## src/rtl/shrot_pkg.sv

```systemverilog
package shrot_pkg;

    typedef enum logic {
        MODE_SHIFT  = 1'b0,
        MODE_ROTATE = 1'b1
    } shrot_mode_e;

    typedef enum logic [1:0] {
        SEL_PASS  = 2'b00,
        SEL_RIGHT = 2'b01,
        SEL_LEFT  = 2'b10,
        SEL_SPARE = 2'b11
    } shift_sel_e;

endpackage

```

## src/rtl/shrot_step1.sv

```systemverilog
module shrot_step1
    import shrot_pkg::*;
#(
    parameter int WIDTH = 16
) (
    input  logic [WIDTH-1:0] b_in,
    input  shift_sel_e       sel,
    input  logic             fill_hi,
    input  logic             fill_lo,
    output logic [WIDTH-1:0] s_out
);

    always_comb begin
        unique case (sel)
            SEL_RIGHT: s_out = {fill_hi, b_in[WIDTH-1:1]};
            SEL_LEFT:  s_out = {b_in[WIDTH-2:0], fill_lo};
            SEL_PASS,
            SEL_SPARE: s_out = b_in;
            default:   s_out = b_in;
        endcase
    end

    always_comb begin

        if (sel == SEL_RIGHT) begin
            right_fill_chk: assert (s_out[WIDTH-1] == fill_hi && s_out[0] == b_in[1]);
        end

        if (sel == SEL_LEFT) begin
            left_fill_chk: assert (s_out[0] == fill_lo && s_out[WIDTH-1] == b_in[WIDTH-2]);
        end
    end

endmodule

```

## src/rtl/shrot_rot_stage.sv

```systemverilog
module shrot_rot_stage #(
    parameter int WIDTH = 16,
    parameter int STEP  = 4
) (
    input  logic [WIDTH-1:0] r_in,
    input  logic [1:0]       pick,
    output logic [WIDTH-1:0] r_out
);

    localparam int STEP2 = 2 * STEP;
    localparam int STEP3 = 3 * STEP;

    function automatic logic [WIDTH-1:0] rotl(input logic [WIDTH-1:0] v,
                                              input int unsigned k);
        logic [2*WIDTH-1:0] dbl;
        dbl = {v, v} << k;
        return dbl[2*WIDTH-1:WIDTH];
    endfunction

    always_comb begin
        unique case (pick)
            2'd0: r_out = r_in;
            2'd1: r_out = rotl(r_in, STEP);
            2'd2: r_out = rotl(r_in, STEP2);
            2'd3: r_out = rotl(r_in, STEP3);
            default: r_out = r_in;
        endcase
    end

    always_comb begin

        ones_kept_chk: assert ($countones(r_out) == $countones(r_in));

        lsb_moved_chk: assert (r_out[(32'(pick) * STEP) % WIDTH] == r_in[0]);
    end

endmodule

```

## src/rtl/shrot_rotator.sv

```systemverilog
module shrot_rotator #(
    parameter int WIDTH = 16
) (
    input  logic [WIDTH-1:0]         r_in,
    input  logic [$clog2(WIDTH)-1:0] amt,
    output logic [WIDTH-1:0]         r_out
);

    localparam int AW     = $clog2(WIDTH);
    localparam int STAGES = AW / 2;

    logic [WIDTH-1:0] lvl [STAGES+1];

    assign lvl[0] = r_in;

    for (genvar s = 0; s < STAGES; s++) begin : g_stage
        localparam int STEP = WIDTH >> (2 * (s + 1));
        shrot_rot_stage #(
            .WIDTH (WIDTH),
            .STEP  (STEP)
        ) u_stage (
            .r_in  (lvl[s]),
            .pick  (amt[AW-1-2*s -: 2]),
            .r_out (lvl[s+1])
        );
    end

    assign r_out = lvl[STAGES];

endmodule

```

## src/rtl/shrot_unit.sv

```systemverilog
module shrot_unit
    import shrot_pkg::*;
#(
    parameter int WIDTH = 16,
    localparam int AW   = $clog2(WIDTH)
) (
    input  logic [WIDTH-1:0] data_b,
    input  logic             mode,
    input  logic [1:0]       shift_sel,
    input  logic             fill_msb,
    input  logic             fill_lsb,
    input  logic [AW-1:0]    rot_amt,
    output logic [WIDTH-1:0] data_h,
    output logic             drop_lsb,
    output logic             drop_msb
);

    shrot_mode_e      mode_q;
    shift_sel_e       sel_q;
    logic [WIDTH-1:0] shift_res;
    logic [WIDTH-1:0] rot_res;

    assign mode_q = shrot_mode_e'(mode);
    assign sel_q  = shift_sel_e'(shift_sel);

    shrot_step1 #(.WIDTH(WIDTH)) u_step (
        .b_in    (data_b),
        .sel     (sel_q),
        .fill_hi (fill_msb),
        .fill_lo (fill_lsb),
        .s_out   (shift_res)
    );

    shrot_rotator #(.WIDTH(WIDTH)) u_rot (
        .r_in  (data_b),
        .amt   (rot_amt),
        .r_out (rot_res)
    );

    always_comb begin
        unique case (mode_q)
            MODE_ROTATE: data_h = rot_res;
            MODE_SHIFT:  data_h = shift_res;
            default:     data_h = shift_res;
        endcase
    end

    assign drop_lsb = data_b[0];
    assign drop_msb = data_b[WIDTH-1];

    always_comb begin

        if (mode_q == MODE_SHIFT && sel_q == SEL_SPARE) begin
            spare_pass_chk: assert (data_h == data_b);
        end

        if (mode_q == MODE_SHIFT && sel_q == SEL_PASS) begin
            pass_chk: assert (data_h == data_b);
        end

        if (mode_q == MODE_ROTATE && rot_amt == '0) begin
            zero_rot_chk: assert (data_h == data_b);
        end

        if (mode_q == MODE_ROTATE) begin
            rot_ones_chk: assert ($countones(data_h) == $countones(data_b));
        end
    end

endmodule

```

## config.mk

```make
export PLATFORM = sky130hd
export DESIGN_NAME = shrot_unit
export DESIGN_NICKNAME = d
export VERILOG_FILES = /design/src/rtl/shrot_pkg.sv /design/src/rtl/shrot_step1.sv /design/src/rtl/shrot_rot_stage.sv /design/src/rtl/shrot_rotator.sv /design/src/rtl/shrot_unit.sv
export SDC_FILE = /design/constraint.sdc
export NUM_CORES = 1
export LEC_CHECK = 0
export BUFFER_PORTS_ARGS = -buffer_cell sky130_fd_sc_hd__buf_2
export CAP_MARGIN = 20
export CORE_ASPECT_RATIO = 0.5
export CORE_UTILIZATION = 35
export DETAILED_ROUTE_END_ITERATION = 7
export PLACE_DENSITY = 0.7
export SLEW_MARGIN = 20
export SYNTH_ARGS = -nofsm -noshare
export SYNTH_HDL_FRONTEND = slang
export SYNTH_SLANG_ARGS = --single-unit
```

## constraint.sdc

```tcl
create_clock -name vclk -period 2.7
set_input_delay 0.54 -clock vclk [all_inputs]
set_output_delay 0.54 -clock vclk [all_outputs]
set_load 0.01 [all_outputs]
```

Word-level counts from Yosys, hierarchy flattened
Index checks and enable logic that the tools add are counted.
{ "word_totals": {"ff_bits": 0, "input_bits": 25, "out_inout_bits": 18, "word_cells": 18} }
{ "classes": {"n_eq_ne": 9, "muxes": 4, "bitwise_logic": 1, "n_reduce_logical": 4} }
{ "ops": {"columns": ["cell", "n"], "rows": [
  ["case mux 16 bit (4 select lines)", 2],
  ["case mux 16 bit (3 select lines)", 1],
  ["case mux 16 bit (2 select lines)", 1],
  ["equality test 2 bit, second input constant", 6],
  ["equality test 2 x 1 -> 1 bit, second input constant", 3],
  ["zero test 2 bit", 3],
  ["OR reduction 2 bit", 1],
  ["NOT 1 bit", 1]
]} }

Longest topological paths before layout
Gate-level depths: netlist (run 1).
{ "depth": {"depth_word": 4, "mapped_depth": 7, "depth_no_buf": 5} }

By module
Synthesis (run 1) repeated with hierarchy kept, for this count alone.
{ "unflattened": {"hier_cells": 119, "hier_area_um2": 1502.7} }
{ "modules_own_cells": {"columns": ["mod", "instances", "cells_per_inst", "area_per_inst_um2", "seq_area_each_um2"], "rows": [
  ["shrot_rot_stage (u_rot.g_stage[0].u_stage)", 1, 20, 457.9, 0.0],
  ["shrot_rot_stage (u_rot.g_stage[1].u_stage)", 1, 20, 427.9, 0.0],
  ["shrot_step1", 1, 59, 352.8, 0.0],
  ["shrot_unit", 1, 20, 264.0, 0.0]
]} }

Worst setup path after synthesis (run 1)
OpenSTA, ideal clock, no wires.
{ "synth_path": {"kind": "input-to-output", "start": "in rot_amt[0]", "end": "out data_h[5]", "t_arrival_ps": 2059, "t_required_ps": 2160, "setup_slack_ps": 101, "stages": 5, "n_path_buf": 2, "cell_sequence": "buf_2 clkbuf_1 mux4_1 mux2_2 a221o_2"} }
{ "synth_between": {"elab_chain_len": 3, "word_cells_on_any_way": 6, "classes_between": "3 x eq/ne; 2 x mux; 1 x reduce/logical"} }
{ "synth_lines": {"columns": ["item", "line_no", "text"], "rows": [
  ["from (decl)", "shrot_unit.sv:12", "input logic [AW-1:0] rot_amt,"],
  ["equality test 2 bit, or another cell as far along", "shrot_rot_stage.sv:21", "unique case (pick)"],
  ["case mux 16 bit (4 select lines) (*)", "shrot_rot_stage.sv:21", null],
  ["case mux 16 bit (2 select lines) (*)", "shrot_unit.sv:41", "unique case (mode_q)"],
  ["to (decl)", "shrot_unit.sv:13", "output logic [WIDTH-1:0] data_h,"]
]} }
Every way passes the cells marked *; elsewhere a longest branch is shown, timed or not.

Worst setup path after layout (run 1)
{ "layout_path": {"start": "in rot_amt[0]", "end": "out data_h[6]"} }
Same word-level chain as after synthesis.

==> flow_metrics.tcl, run 1 <==
set metrics [dict create \
    outcome "complete, no violations" \
    seqPwrFrac_pct 0 \
    fin_cells 192 \
    coreArea_mm2 0.00315 \
    nFlopsAndLatches 0 \
    drt_first_pass_iters 4 \
    synth_top_area_share_pct 23.7 \
    wl_per_cell_um 18.6 \
    area_delta_synth_final_pct 18.8 \
    required_ns 2.16 \
    finalPower_uw 331 \
    switching_share_pct 49.4 \
    grt_pass1_wl_um 5540 \
    drive_gt1_share_pct 52.0 \
    synth-seq-area-share_pct 0 \
    place.gp.congestion 0.893 \
    dieArea_mm2 0.00374 \
    combPwrFrac_pct 100.0 \
    placed_area_mm2 0.00144 \
    slew_viol_final 0 \
    worst_slew_pin_slew_ns 1.01 \
    track_usage_pct 19.2 \
    grt-ovfl-total 0 \
    wl_um 3570 \
    clockPowerShare_pct 0 \
    hold_class "in -> out" \
    grt_max_degree 33 \
    critPathKind "in -> out" \
    ys_warn_count 0 \
    seq_area_um2 0 \
    row_count 14 \
    stdcell_area_mm2 0.00145 \
    setup.worst_path.start_class "input port" \
    drc 0 \
    antenna_found_initial 0 \
    post_cts_buffers 0 \
    drv_cap 0 \
    syn_area_mm2 0.00122 \
    viasPerCell 6.56 \
    netlist_instances 123 \
    holdWs_ns 1.38 \
    synth_area_leaders "mux4_1 (24%), mux2_2 (15%), a221o_1 (12%)" \
    relSlewSlack_pct 32.5 \
    synth_area_per_cell_um2 9.92 \
    syn_nets 150 \
    drt_iter0_markers 117 \
    setup_violations 0 \
    timing.final.crit_share_pct 98.5 \
    first_global_vias 1048 \
    synth_cell_types 17 \
    max_freq_ghz 0.376 \
    arrival_ns 2.12 \
    nets 181 \
    port_buffers 43 \
    rsz0062_at_grt "yes" \
    nClkBuffers 0 \
    ant_nets 0 \
    fillers 318 \
    finalHoldViolCount 0 \
    critPathCaptureType "primary output" \
    critPathMaxFanout 6 \
    intPower_uw 167 \
    power.switching_uw 163 \
    num_antenna_cells 0 \
    peakVddDrop_mv 0.0815 \
    ioPinCount 43 \
    hpwl_um 2800 \
    die_y_um 43.7 \
    synth_top_cell_by_area "mux4_1" \
    dieWidth_um 85.5 \
    start_util_pct 38.7 \
    num_vias 1259 \
    leakagePower_nw 0.579 \
    dp.cells 191 \
    powerDensity_mw_per_mm2 228 \
    min_period_ns 2.66 \
]
## cells in the mapped netlist
| cell | number |
|---|---|
| a221o_1 | 15 |
| buf_2 | 1 |
| buf_1 | 2 |
| nor3_1 | 16 |
| ha_1 | 2 |
| mux4_1 | 11 |
| buf_6 | 1 |
| nor2b_1 | 17 |
| inv_1 | 2 |
| mux2_2 | 16 |
| a221oi_1 | 16 |
| buf_4 | 2 |
| buf_12 | 1 |
| and2_1 | 1 |
| mux4_2 | 5 |
| a221o_2 | 1 |
| clkbuf_1 | 14 |
## power by group through the flow
stage	sequential, mW	combinational [mW]	clock, mW
global route	0	0.353	0
floorplan	0	0.215	0
detailed placement	0	0.317	0
global placement	0	0.315	0
finish	0	0.331	0
CTS	0	0.319	0
## routing by layer
metal | vias to the layer above | part of all wire [%] | global-route usage [%]
met2 | 47 | 48 | 32.6
met4 | 0 | 0 | 0.667
met1 | 626 | 46 | 29.5
li1 | 586 | - | -
met5 | - | 0 | 0
met3 | 0 | 6.2 | 0
## cell families after synthesis
group                      share of synthesized area (%)
and+or+nand+nor                                     15.8
AOI/OAI and AO/OA                                   24.7
muxes                                               47.7
buffers and inverters                               9.74
adders and majority gates                           2.05
## cell usage in the layout, fill, tap and decap left out
master / count
a221o_1: 15
a221o_2: 1
a221oi_1: 16
and2_1: 1
buf_12: 2
buf_2: 42
buf_4: 5
clkbuf_16: 1
ha_1: 2
inv_1: 2
mux2_2: 15
mux2_4: 1
mux4_1: 4
mux4_2: 12
nor2b_1: 17
nor3_1: 16
## stage by stage
step	worst slack, ns	util (%)	setup TNS, ns
after detailed placement	-0.0135	45.8	-0.0351
after floorplan	0.101	-	0
after global routing	-0.0120	46.0	-0.0220
final	0.0396	46.0	0
after global placement	-0.00991	45.8	-0.00991
after CTS	0.00259	45.3	0
## area by class of cell
class,count,area [um2],share of cell area [%]
Inverter,2,7.51,0.518
Tap cell,40,50.0,3.45
Multi-Input combinational cell,100,1080,74.4
Timing Repair Buffer,50,313,21.6
## critical path, stage by stage
cell and delay [ns]:
buf_2 0.17, mux4_1 0.62, mux2_2 0.31, a221o_1 0.34, buf_2 0.14
## worst paths after layout
kind,from,end,cells past startpoint
min,data_b[0],drop_lsb,2
max,rot_amt[0],data_h[6],5
## repair_timing
action | in CTS | in global routing
gates cloned | 0 | 1
resized for setup | 4 | 5
endpoints found under the setup margin | 4 | 10
hold buffers | 0 | 0
pin swaps | 0 | 0
No activity file was read; power rests on OpenSTA's default activity.
==> run 2, diff against run 1 <==
- PLACE_DENSITY: 0.7 -> 0.68
- SYNTH_HIERARCHICAL: not set -> 1
==> run 2 against run 1 <==
Effect of this change:
- the run now ends with negative setup slack left
- synthesized cell count fell by 3.3%
- maximum frequency is 1.8% lower
- core utilization rose by 1.0 points
- first-iteration DRC count up 74%
- power rose by 37%
- flip-flop and latch count unchanged
- critical endpoint is now data_h[3]
- largest cell class unchanged
- largest power group unchanged
==> flow_metrics.tcl, run 2 <==
set metrics [dict create \
    stdcell_area_mm2 0.00188 \
    die_y_um 48.3 \
    rsz0062_at_grt "yes" \
    fillers 365 \
    setup.worst_path.start_class "input port" \
    hold_class "in -> out" \
    arrival_ns 2.17 \
    grt-ovfl-total 0 \
    relSlewSlack_pct 68.4 \
    ys_warn_count 6 \
    violations "negative setup slack" \
    holdWs_ns 1.44 \
    synthTopCellsByCount "mux4_1 (19), a22oi_1 (16), nand2_1 (16)" \
    start_util_pct 37.5 \
    drive_gt1_share_pct 70.3 \
    placed_area_mm2 0.00178 \
    syn_area_mm2 0.00150 \
    synth_area_per_cell_um2 12.6 \
    grt_max_degree 33 \
    powerDensity_mw_per_mm2 240 \
    area_delta_synth_final_pct 25.2 \
    row_count 16 \
    slew_viol_final 0 \
    timing.final.crit_share_pct 100 \
    seq_area_um2 0 \
    nets 201 \
    finalHoldViolCount 0 \
    finalPower_uw 452 \
    synth_top_cell_by_area "mux4_1" \
    cpLargestDelayFamily "multiplexers" \
    drc 0 \
    synth_top_area_share_pct 33.2 \
    grt_pass1_wl_um 6870 \
    utilization_pct 47.0 \
    synth-seq-area-share_pct 0 \
    worst_slew_pin_slew_ns 0.473 \
    drv_cap 0 \
    path_cells "buf_12 -> buf_8 -> mux4_2 -> mux4_2 -> mux2_4 -> buf_6" \
    dieWidth_um 94.7 \
    drt_iter0_markers 204 \
    drt_first_pass_iters 4 \
    setup_violations 1 \
    max_freq_ghz 0.369 \
    place.gp.congestion 0.837 \
    coreArea_mm2 0.00400 \
    setup_ws_ns -0.0104 \
    outcome "finished, violations left" \
    wl_per_cell_um 18.6 \
    synth_cell_types 15 \
    cpMostUsedCell "mux4_2" \
    critPathMaxFanout 5 \
    hpwl_um 3140 \
    track_usage_pct 18.9 \
    critPathKind "in -> out" \
    layout_common_cells "buf_2 (32), mux4_2 (32), buf_4 (25), a22oi_1 (16), nand2_1 (16)" \
    antenna_found_initial 0 \
    nFlopsAndLatches 0 \
    leakagePower_nw 0.784 \
    viasPerCell 6.03 \
    ant_nets 0 \
    num_vias 1363 \
    wl_um 4200 \
    worst_path_max_delay_cell "mux4_2" \
    syn_nets 146 \
    ioPinCount 43 \
    critical_path_buf_inv_count 3 \
    port_buffers 43 \
    min_period_ns 2.71 \
    peakVddDrop_mv 0.0691 \
    num_antenna_cells 0 \
    netlist_instances 119 \
    nClkBuffers 0 \
    first_global_vias 1329 \
    slowest_delay_ns 0.54 \
    yosysMostFrequentCell "mux4_1" \
    place_ws_ns -0.285 \
    synth_area_leaders "mux4_1 (33%), mux4_2 (19%), mux2_4 (10%)" \
    required_ns 2.16 \
    dieArea_mm2 0.00458 \
    critPathCaptureType "primary output" \
]
==> run 2: cell types whose count changed after synthesis, sizes merged <==
cell / before / now
a221o: 16 / 0
a221oi: 16 / 0
a22oi: 0 / 16
and2: 1 / 0
buf: 7 / 19
clkbuf: 14 / 0
mux4: 16 / 32
nand2: 0 / 16
nor2b: 17 / 0
nor3: 16 / 0
o21ai: 0 / 16
==> run 2: layout make-up <==
cell class                      instances  area [um2]  area share [%]
Inverter                                2        7.51           0.399
Timing Repair Buffer                   72         573            30.5
Tap cell                               54        67.6            3.59
Multi-Input combinational cell         98        1230            65.6
==> run 2: logic make-up after synthesis <==
kind of cell	after synthesis	synth area share [%]
multiplexers	48	67.2
AND/OR/NAND/NOR	16	4.00
adder cells (fa/ha/maj)	2	1.67
AO/OA/AOI/OAI	32	13.3
buffers and inverters	21	13.8
==> run 2: path summary, 6_finish.rpt <==
kind	from	to	slack, ns	depth (start not counted)
hold / removal	data_b[0]	drop_lsb	1.44	3
setup / recovery	rot_amt[3]	data_h[3]	-0.01	6
==> run 2: power breakdown <==
group          internal, mW  leakage [nW]  switching (mW)
combinational         0.262         0.784           0.189
sequential                0             0               0
clock                     0             0               0
total                 0.262         0.784           0.189
==> run 2: stage by stage <==
stage / instances / TNS (ns)
floorplan: 119 / 0
global placement: 221 / -2.79
detailed placement: 221 / -3.33
CTS: 225 / 0
global route: 226 / -0.145
finish: 226 / -0.0104
==> run 2: layer usage <==
metal | track usage [%] | wire, um
met4 | 1.77 | 21
met5 | 0 | 0
met1 | 26.5 | 1780
met3 | 2.52 | 346
met2 | 32.4 | 2050
==> run 2: timing repair <==
action / CTS / global route
gates cloned: 1 / 1
endpoints found under the setup margin: 16 / 13
hold buffers: 0 / 0
setup buffers: 3 / 0
pin swaps: 0 / 0
gates resized for setup: 31 / 11
==> run 2: tightest hold or removal path: cells and delay by family <==
kind	cells	cell delay (ns)
buffers and inverters	3	0.36
